--- config.mk ---
export PLATFORM = sky130hd
export DESIGN_NAME = rule_eval
export DESIGN_NICKNAME = d
export VERILOG_FILES = /design/src/rtl/req_rule_pkg.sv /design/src/rtl/rule_eval.sv
export SDC_FILE = /design/constraint.sdc
export NUM_CORES = 1
export LEC_CHECK = 0
export ABC_AREA = 1
export BUFFER_PORTS_ARGS = -buffer_cell sky130_fd_sc_hd__buf_2
export CORE_AREA = 3 3 40 42
export DETAILED_ROUTE_END_ITERATION = 6
export DIE_AREA = 0 0 43 45
export GPL_TIMING_DRIVEN = 1
export PLACE_DENSITY = 0.35
export RECOVER_POWER = 25
export SYNTH_ARGS = -nofsm -noshare
export SYNTH_HDL_FRONTEND = slang
export SYNTH_SLANG_ARGS = --single-unit
export TNS_END_PERCENT = 50
--- constraint.sdc ---
create_clock -name vclk -period 0.8
set_input_delay 0.12 -clock vclk [all_inputs]
set_output_delay 0.12 -clock vclk [all_outputs]
set_load 0.01 [all_outputs]
--- src/rtl/req_rule_pkg.sv ---
package req_rule_pkg;
    timeunit 1ns;
    timeprecision 1ps;

    typedef enum logic [2:0] {
        OPC_WR_FULL = 3'd0,
        OPC_WR_PART = 3'd1,
        OPC_RD      = 3'd4
    } opc_e;

    // bit positions of the individual rule violations
    localparam int unsigned VI_OPC   = 0;
    localparam int unsigned VI_SIZE  = 1;
    localparam int unsigned VI_ALIGN = 2;
    localparam int unsigned VI_STRAY = 3;
    localparam int unsigned VI_HOLE  = 4;
    localparam int unsigned VIOL_N   = 5;

    typedef struct packed {
        logic err;
    } chk_state_t;
endpackage

--- src/rtl/rule_eval.sv ---
module rule_eval
    import req_rule_pkg::*;
#(
    parameter int unsigned LANES  = 4,
    parameter int unsigned OFF_W  = 2,
    parameter int unsigned SIZE_W = 2
) (
    input  logic [2:0]        opcode_i,
    input  logic [SIZE_W-1:0] size_i,
    input  logic [OFF_W-1:0]  off_i,
    input  logic [LANES-1:0]  mask_i,
    input  logic [LANES-1:0]  win_i,
    output logic [VIOL_N-1:0] viol_o
);
    timeunit 1ns;
    timeprecision 1ps;

    localparam logic [SIZE_W-1:0] MAX_SZ = SIZE_W'(OFF_W);

    // offset bits that must be zero for the given size
    logic [OFF_W-1:0] low_m;
    for (genvar b = 0; b < OFF_W; b++) begin : g_low
        assign low_m[b] = (SIZE_W'(b) < size_i);
    end

    always_comb begin
        viol_o           = '0;
        viol_o[VI_OPC]   = !(opcode_i inside {OPC_WR_FULL, OPC_WR_PART, OPC_RD});
        viol_o[VI_SIZE]  = (size_i > MAX_SZ);
        viol_o[VI_ALIGN] = ((off_i & low_m) != '0);
        viol_o[VI_STRAY] = |(mask_i & ~win_i);
        viol_o[VI_HOLE]  = (opcode_i == OPC_WR_FULL) && ((mask_i & win_i) != win_i);
    end
endmodule

# == Yosys cells after proc, flatten, opt, wreduce, memory -nomap -nowiden ==
# Cells that the tools add are included.
# Widths: inputs -> output; s select.
# word_totals
mem_bits_rw,0
out_inout_bits,5
inputBits,15
romBits,0
wordCells,16
regBits,0
latchBits,0
memories,0
# classes
bitwise_logic,4
n_div,0
eq_ne,3
muxes,0
mul,0
shifts,0
add_sub_neg,0
magnitude_cmp,3
reduce_logical,6
# ops
cell,n
$and 4x4->4,2
$lt 1x2->1 const A,2
$ne 4x4->1,1
$not 4->4,1
$reduce_or 4->1,1
$eq 3x1->1 const B,1
$eq 3x3->1 const B,1
$logic_not 3->1,1
$reduce_bool 3->1,1
$and 2x2->2,1
$gt 2x2->1 const B,1
$reduce_bool 2->1,1
$logic_and 1x1->1,1
$logic_not 1->1,1

# == Depth between registers and ports, before layout ==
# Gate-level depths: netlist of the first run.
# logic_depth
depth_word,3
ltp_mapped,5
depth_no_buf,5

# == Worst setup path before layout of the first run ==
# Ideal clock, no wire load.
# synth_path
path_type,in2out
from,input mask_i[0]
to,output viol_o[4]
setup_slack_ns,0.231
cell_stages,5
path_buffers,0
required_ns,0.680
arrival_ns,0.449
cell_sequence,inv_1 > nand2_1 > nand2_1 > nor2_1 > nor2_1
# synth_via
elab_chain_cells,3
# synth_lines
item,line_no,source
"start, declared",rule_eval.sv:11,"input logic [LANES-1:0] mask_i,"
$and 4x4->4,rule_eval.sv:32,viol_o[VI_HOLE] = (opcode_i == OPC_WR_FULL) && ((mask_i & win_i) != win_i);
$ne 4x4->1,rule_eval.sv:32,
$logic_and 1x1->1,rule_eval.sv:32,
"end, declared",rule_eval.sv:13,output logic [VIOL_N-1:0] viol_o
# No other way between the ends.

# == Final worst setup path of the first run ==
# layout_path
from,input mask_i[3]
to,output viol_o[4]
# The elaborated chain is that of the path after synthesis.

==> results.md, run 1 <==
- Outcome: finished, final reports clean
- Flip-flop and latch count: 0
- Hold Path End: viol_o[2]
- Worst Path Class, Setup: in2out
- Sequential cell area: 0 um2
- Crit path cell chain: buf_6, inv_2, nand2_1, nand2_1, nor2_1, nor2_1, buf_2
- Drt total wl: 378 um
- Diodes inserted: 0
- Crit path launch type: input port
- Final Slew Violations: 0
- Initial antenna violation count: 0
- Syn Area/Cell: about 4.0 um2
- Routed wire length per instance: ~6 um
- Sequential share of the synthesized area: 0%
- Power Total: around 120 uW
- Worst Hold Launch: off_i[1]
- Setup TNS: 0 ns
- PortBufs: 20
- Global-route usage over all layers: 3.23%
- Worst-margin pin slew: approximately 0.13 ns
- RSZ-0062 raised after global routing: yes
- Final setup viols: 0
- Vias: 226
- Top Ports: 20
- Clock buffers: 0
- Largest net degree at the start of global routing: 4
- Static Leak: 0.177 nW
- Power Dens Cells: 449 nW/um2
- Post-DR vias/cell: around 3.5
- Fin nets: 66
- Fmax: 1340 MHz
- Layout cells sized above 1: between 40% and 50%
- WP data required: 0.68 ns
- Die area: slightly below 2000 um2
- Rel. slew slack: 91.2%
- Yosys warning count: 0
- Final GP Congestion: 0.515
- Crit path from: mask_i[3]
- CP max-delay cell: buf_2
- Residual DRC count: 0
- WHS Path Cells: 4
- Worst min-delay path class: in2out
- Die height: between 40 and 50 um
- ANT nets after route: 0
- HPWL Detailed: 355 um
- Core Area: 1280 um2
- First-pass GRT wire length: between 500 and 600 um
- Hold-fix buffers, CTS: 0
- First-iteration detailed-routing DRC count: 2
- Setup Fix Bufs, Post-CTS: 0
- Area growth from synthesis to layout: 123%
- Fin. Hold Viols: 0
- Gr ovfl total: 0
- Critical Path End Type: primary output
- Hold WS: approximately 0.52 ns
- Post-Syn Nets: 44
- Final period utilization: 93.2%
- Maxcap violations: 0
- Worst path max stage delay: 0.13 ns
- Period minus WS final: approximately 0.75 ns
- Synthesized area: 116 um2
- Vias in the first global route: roughly 150
- Max Fanout on Critical Path: 2
- Synth cell types: 7
- Die Wd: between 40 and 50 um
- Worst EP arrival: about 0.63 ns
- DR pass1 iterations: 2
- Cells after Synth: 29
- Finished Core Util: 20.2%
- Peak supply drop: 0.119 mV
- Initial core utilization: 9.06%
- Row count: 13
-- synth_stat cells, drive strengths merged --
| master | count | area, um2 |
|---|---|---|
| o21ai | 3 | 15.0 |
| or2 | 1 | 6.26 |
| inv | 9 | 33.8 |
| nor2 | 4 | 15.0 |
| nand2 | 11 | 41.3 |
| nand3 | 1 | 5.00 |
-- cell families after synthesis --
group                  after synthesis  share of synthesized area [%]
and+or+nand+nor                     17                           58.1
AOI/OAI and AO/OA                    3                           12.9
buffers and inverters                9                           29.0
-- stage by stage --
stage | instance area, um2 | worst slack, ns | std cells
final | 259 | 0.0543 | 64
after global routing | 259 | -0.00829 | 64
after CTS | 235 | 0.0524 | 64
after detailed placement | 235 | 0.0532 | 64
after global placement | 235 | 0.0490 | 64
after floorplan | 116 | 0.231 | 29
-- worst max-delay path, delay by kind of cell --
kind	cells	cell delay, ns
buf+inv	3	0.27
simple gates	4	0.23
-- layer usage --
layer / GRT usage (%) / up-vias / part of all wire [%]
met2: 5.09 / 13 / 42
li1: - / 122 / -
met3: 0.797 / 0 / 19
met1: 4.76 / 91 / 38
met4: 0 / 0 / 0
met5: 0 / - / 0
-- cell usage in the layout (no fill, tap or decap) --
| cell | instances |
|---|---|
| buf_2 | 16 |
| buf_6 | 3 |
| o21ai_0 | 2 |
| nand2_2 | 1 |
| inv_2 | 2 |
| nor2_1 | 4 |
| nand3_1 | 1 |
| or2_0 | 1 |
| nand2_1 | 10 |
| inv_1 | 7 |
| o21ai_2 | 1 |
| clkbuf_1 | 1 |
-- power breakdown --
| part | switching (mW) | internal (mW) | leakage (nW) |
|---|---|---|---|
| combinational | 0.0529 | 0.0634 | 0.177 |
| clock | 0 | 0 | 0 |
| sequential | 0 | 0 | 0 |
-- cell type report --
type	instances	area, um2
Tap cell	15	18.8
Fill cell	163	1030
Timing Repair Buffer	20	118
Inverter	9	33.8
Multi-Input combinational cell	20	88.8
-- repair_timing --
action                     in CTS  in global routing
hold endpoints to repair        0                  0
resized for setup               0                  8
setup endpoints to repair       0                  2
-- how the worst max path moves through the flow --
stage / end / slack, ns / depth (start not counted)
3_3_place_gp: viol_o[3] / 0.05 / 7
5_1_grt: viol_o[4] / -0.008 / 7
3_5_place_dp: viol_o[3] / 0.05 / 7
2_1_floorplan: viol_o[4] / 0.23 / 5
6_report: viol_o[4] / 0.05 / 7
4_1_cts: viol_o[4] / 0.05 / 7
Note: power is estimated with default switching activity, not from simulation.
==> inputs of run 2 (changes only) <==
- ABC_CLOCK_PERIOD_IN_PS: unset -> 800
- PLACE_DENSITY: 0.35 -> unset
- PLACE_DENSITY_LB_ADDON: unset -> 0.3
==> results.md, run 2 (synthesized netlist as in run 1, its figures left out) <==
- Outcome: finished, final reports clean
- Period minus WS final: ~0.74 ns
- Post-route cell area: about 230 um2
- ANT nets after route: 0
- Row count: 13
- First-pass GRT wire length: roughly 680 um
- Global-route usage over all layers: 4.15%
- Layout cells sized above 1: between 40% and 50%
- Clock buffers: 0
- Initial antenna violation count: 0
- Post-DR vias/cell: 3.33
- Sequential cell area: 0 um2
- Area growth from synthesis to layout: 101%
- Setup TNS: 0 ns
- Residual DRC count: 0
- Static Leak: 0.170 nW
- Power Dens Cells: between 400 and 500 nW/um2
- Die area: 1940 um2
- Worst Path Class, Setup: in2out
- Final period utilization: 92.3%
- Final setup viols: 0
- RSZ-0062 raised after global routing: no
- Hold Path End: viol_o[2]
- Vias in the first global route: 187
- Most frequent cells in the layout: 19 x buf_2, 11 x nand2_1, 8 x inv_1
- Routed wire length per instance: 6.41 um
- DR pass1 iterations: 4
- Placed cell areas: roughly 240 um2
- PortBufs: 20
- Maxcap violations: 0
- Initial core utilization: a little under a tenth
- Critical Path End Type: primary output
- Fin nets: between 60 and 70
- Worst Hold Launch: off_i[1]
- First-iteration detailed-routing DRC count: 1
- Worst min-delay path class: in2out
- Gr ovfl total: 0
- HPWL Detailed: ~380 um
- Drt total wl: slightly above 400 um
- Slack of the critical path: slightly above 0.06 ns
- Commonest non-fill, non-tap cell in the layout: buf_2
- Final GP Congestion: 0.575
- Place WS: between 0.04 and 0.05 ns
- Worst path bufs/invs: 2
- Die height: approximately 45 um
- Rel. slew slack: 91.2%
- Peak supply drop: around 0.064 mV
- Final Slew Violations: 0
- Crit path cell chain: buf_2, nand2_1, o21ai_1, nor2_1, nand2_1, buf_2
- Core Area: about 1300 um2
- Worst-margin pin slew: between 0.1 and 0.15 ns
- Crit path launch type: input port
- Largest net degree at the start of global routing: 4
- WP data required: 0.68 ns
- Hold WS: slightly above 0.5 ns
- Max Fanout on Critical Path: 2
- Worst path max stage delay: around 0.13 ns
- Power Total: 103 uW
- Diodes inserted: 0
- Die Wd: between 40 and 50 um
- Fmax: around 1400 MHz
- Vias: roughly 210
- Crit path from: mask_i[2]
- CP top delay family: buffers and inverters
- WHS Path Cells: 4
- Worst EP arrival: 0.62 ns
- Top Ports: 20
- Flip-flop and latch count: 0
- CP max-delay cell: buf_2
- Fin. Hold Viols: 0
run 2: layout make-up:
type                       count  area (um2)
multi-input combinational     20        82.6
fill                         151        1050
timing repair buffer          20        98.8
inverter                       9        33.8
tap                           15        18.8
run 2: layer usage:
layer / global-route usage (%) / vias to the layer above / wire length, um
met3: 1.20 / 0 / 81
met4: 0 / 0 / 0
met5: 0 / - / 0
li1: - / 122 / -
met2: 7.49 / 14 / 164
met1: 5.24 / 77 / 164
run 2: where the power goes:
group	switching, mW	internal [mW]	leakage, nW
combinational	0.0510	0.0525	0.170
sequential	0	0	0
clock	0	0	0
run 2: worst min-delay path: cells and delay by family:
family | cells | cell delay [ns]
buffers and inverters | 2 | 0.18
and+or+nand+nor | 2 | 0.09
run 2: how the worst max path moves through the flow:
stage / to / slack [ns] / depth (start not counted)
after CTS: viol_o[3] / 0.04 / 7
after global routing: viol_o[4] / 0.01 / 7
final: viol_o[3] / 0.06 / 6
after global placement: viol_o[3] / 0.05 / 7
after detailed placement: viol_o[3] / 0.05 / 7
after floorplan: viol_o[4] / 0.23 / 5
run 2: per-stage QoR:
step	util, %	cells
finish	18.2	64
global route	18.2	64
CTS	18.3	64
detailed placement	18.3	64
global placement	18.3	64
floorplan	-	29
run 2: timing repair:
item,4_1_cts,5_1_grt
setup buffers,0,0
endpoints found under the setup margin,0,1
hold buffers,0,0
resized for setup,0,1
==> inputs of run 3 (changes only) <==
- ABC_CLOCK_PERIOD_IN_PS: 800 -> 850
- clock period: 0.8 -> 0.85 ns (I/O delays scaled with it)
==> results.md, run 3 (synthesized netlist as in run 1, its figures left out) <==
- Die height: between 40 and 50 um
- Critical Path End Type: primary output
- First-pass GRT wire length: 676 um
- Static Leak: about 0.17 nW
- Combinational Power Share: 100.0%
- DR pass1 iterations: 4
- RSZ-0062 raised after global routing: no
- Gr ovfl total: 0
- Fin nets: between 60 and 70
- Initial antenna violation count: 0
- Core Area: about 1300 um2
- Sw power: ~48 uW
- Post-route insts no fill: 64
- Hold-fix buffers, CTS: 0
- Global-route usage over all layers: 4.15%
- WP data required: ~0.72 ns
- Largest net degree at the start of global routing: 4
- Place WS: just over 0.08 ns
- Sequential Power Share: 0%
- Clk network pwr share: 0%
- Final setup viols: 0
- Fmax: around 1300 MHz
- First-iteration detailed-routing DRC count: 1
- Final Slew Violations: 0
- Crit path launch type: input port
- ANT nets after route: 0
- Outcome: finished, final reports clean
- Top Ports: 20
- Layout cells sized above 1: between 30% and 40%
- Post-route cell area: 234 um2
- Power Dens Cells: about 410 nW/um2
- Commonest non-fill, non-tap cell in the layout: buf_2
- PortBufs: 20
- Most frequent cells in the layout: 19 x buf_2, 11 x nand2_1, 9 x inv_1
- Die Wd: roughly 43 um
- Area growth from synthesis to layout: 101%
- Final GP Congestion: ~0.57
- Setup Fix Bufs, Post-CTS: 0
- Rel. slew slack: roughly nine tenths
- Cell internal pwr: roughly 49 uW
- Final period utilization: between 80% and 90%
- Clock buffers: 0
- Placed cells: 64
- Drt total wl: about 400 um
- Residual DRC count: 0
- Post-DR vias/cell: approximately 3.3
- Row count: 13
- Max Fanout on Critical Path: 2
- Period minus WS final: 0.753 ns
- Placed cell areas: about 240 um2
- Setup TNS: 0 ns
- Vias: roughly 210
- Slack of the critical path: roughly 0.097 ns
- Maxcap violations: 0
- Initial core utilization: just over 9%
- Flip-flop and latch count: 0
- Sw Ratio: just under 50%
- Power Total: 96.8 uW
- Post-cts sizing count: 0
- Fin. Hold Viols: 0
- Sequential cell area: 0 um2
- Routed wire length per instance: about 6.4 um
- Worst min-delay path class: in2out
- Diodes inserted: 0
- Die area: just under 2000 um2
- Peak supply drop: approximately 0.06 mV
- Vias in the first global route: 187
- Worst-margin pin slew: between 0.1 and 0.15 ns
- Worst EP arrival: 0.63 ns
- HPWL Detailed: 382 um
- Worst Path Class, Setup: in2out
## run 3: layout make-up
cell class | count | area, um2
repair buffers | 20 | 98.8
inverters | 9 | 33.8
multi-input cells | 20 | 82.6
well taps | 15 | 18.8
fillers | 151 | 1050
## run 3: per-layer routing
layer  vias to the layer above  routed length [um]  GRT usage (%)
li1                        122                   -              -
met4                         0                   0              0
met5                         -                   0              0
met1                        77                 163           5.24
met3                         0                  81           1.20
met2                        14                 164           7.49
## run 3: worst max-delay path, stage by stage
cell	delay (ns)
buf_2	0.10
nand2_1	0.05
o21ai_1	0.06
nor2_1	0.09
nand2_1	0.05
buf_2	0.13
## run 3: power by group through the flow
stage	registers [mW]	clock network (mW)	logic, mW
final	0	0	0.0968
after global routing	0	0	0.111
after CTS	0	0	0.0993
after detailed placement	0	0	0.0988
after global placement	0	0	0.0967
after floorplan	0	0	0.0433
## run 3: metrics by stage
| step | hold slack, ns | utilization, % |
|---|---|---|
| floorplan | 0.344 | - |
| global placement | 0.534 | 18.3 |
| detailed placement | 0.533 | 18.3 |
| CTS | 0.534 | 18.3 |
| global route | 0.561 | 18.2 |
| finish | 0.532 | 18.2 |
## run 3: worst paths after layout
| check | from | endpoint | slack [ns] | cells after the start |
|---|---|---|---|---|
| setup / recovery | mask_i[2] | viol_o[3] | 0.1 | 6 |
| hold / removal | off_i[1] | viol_o[2] | 0.53 | 4 |
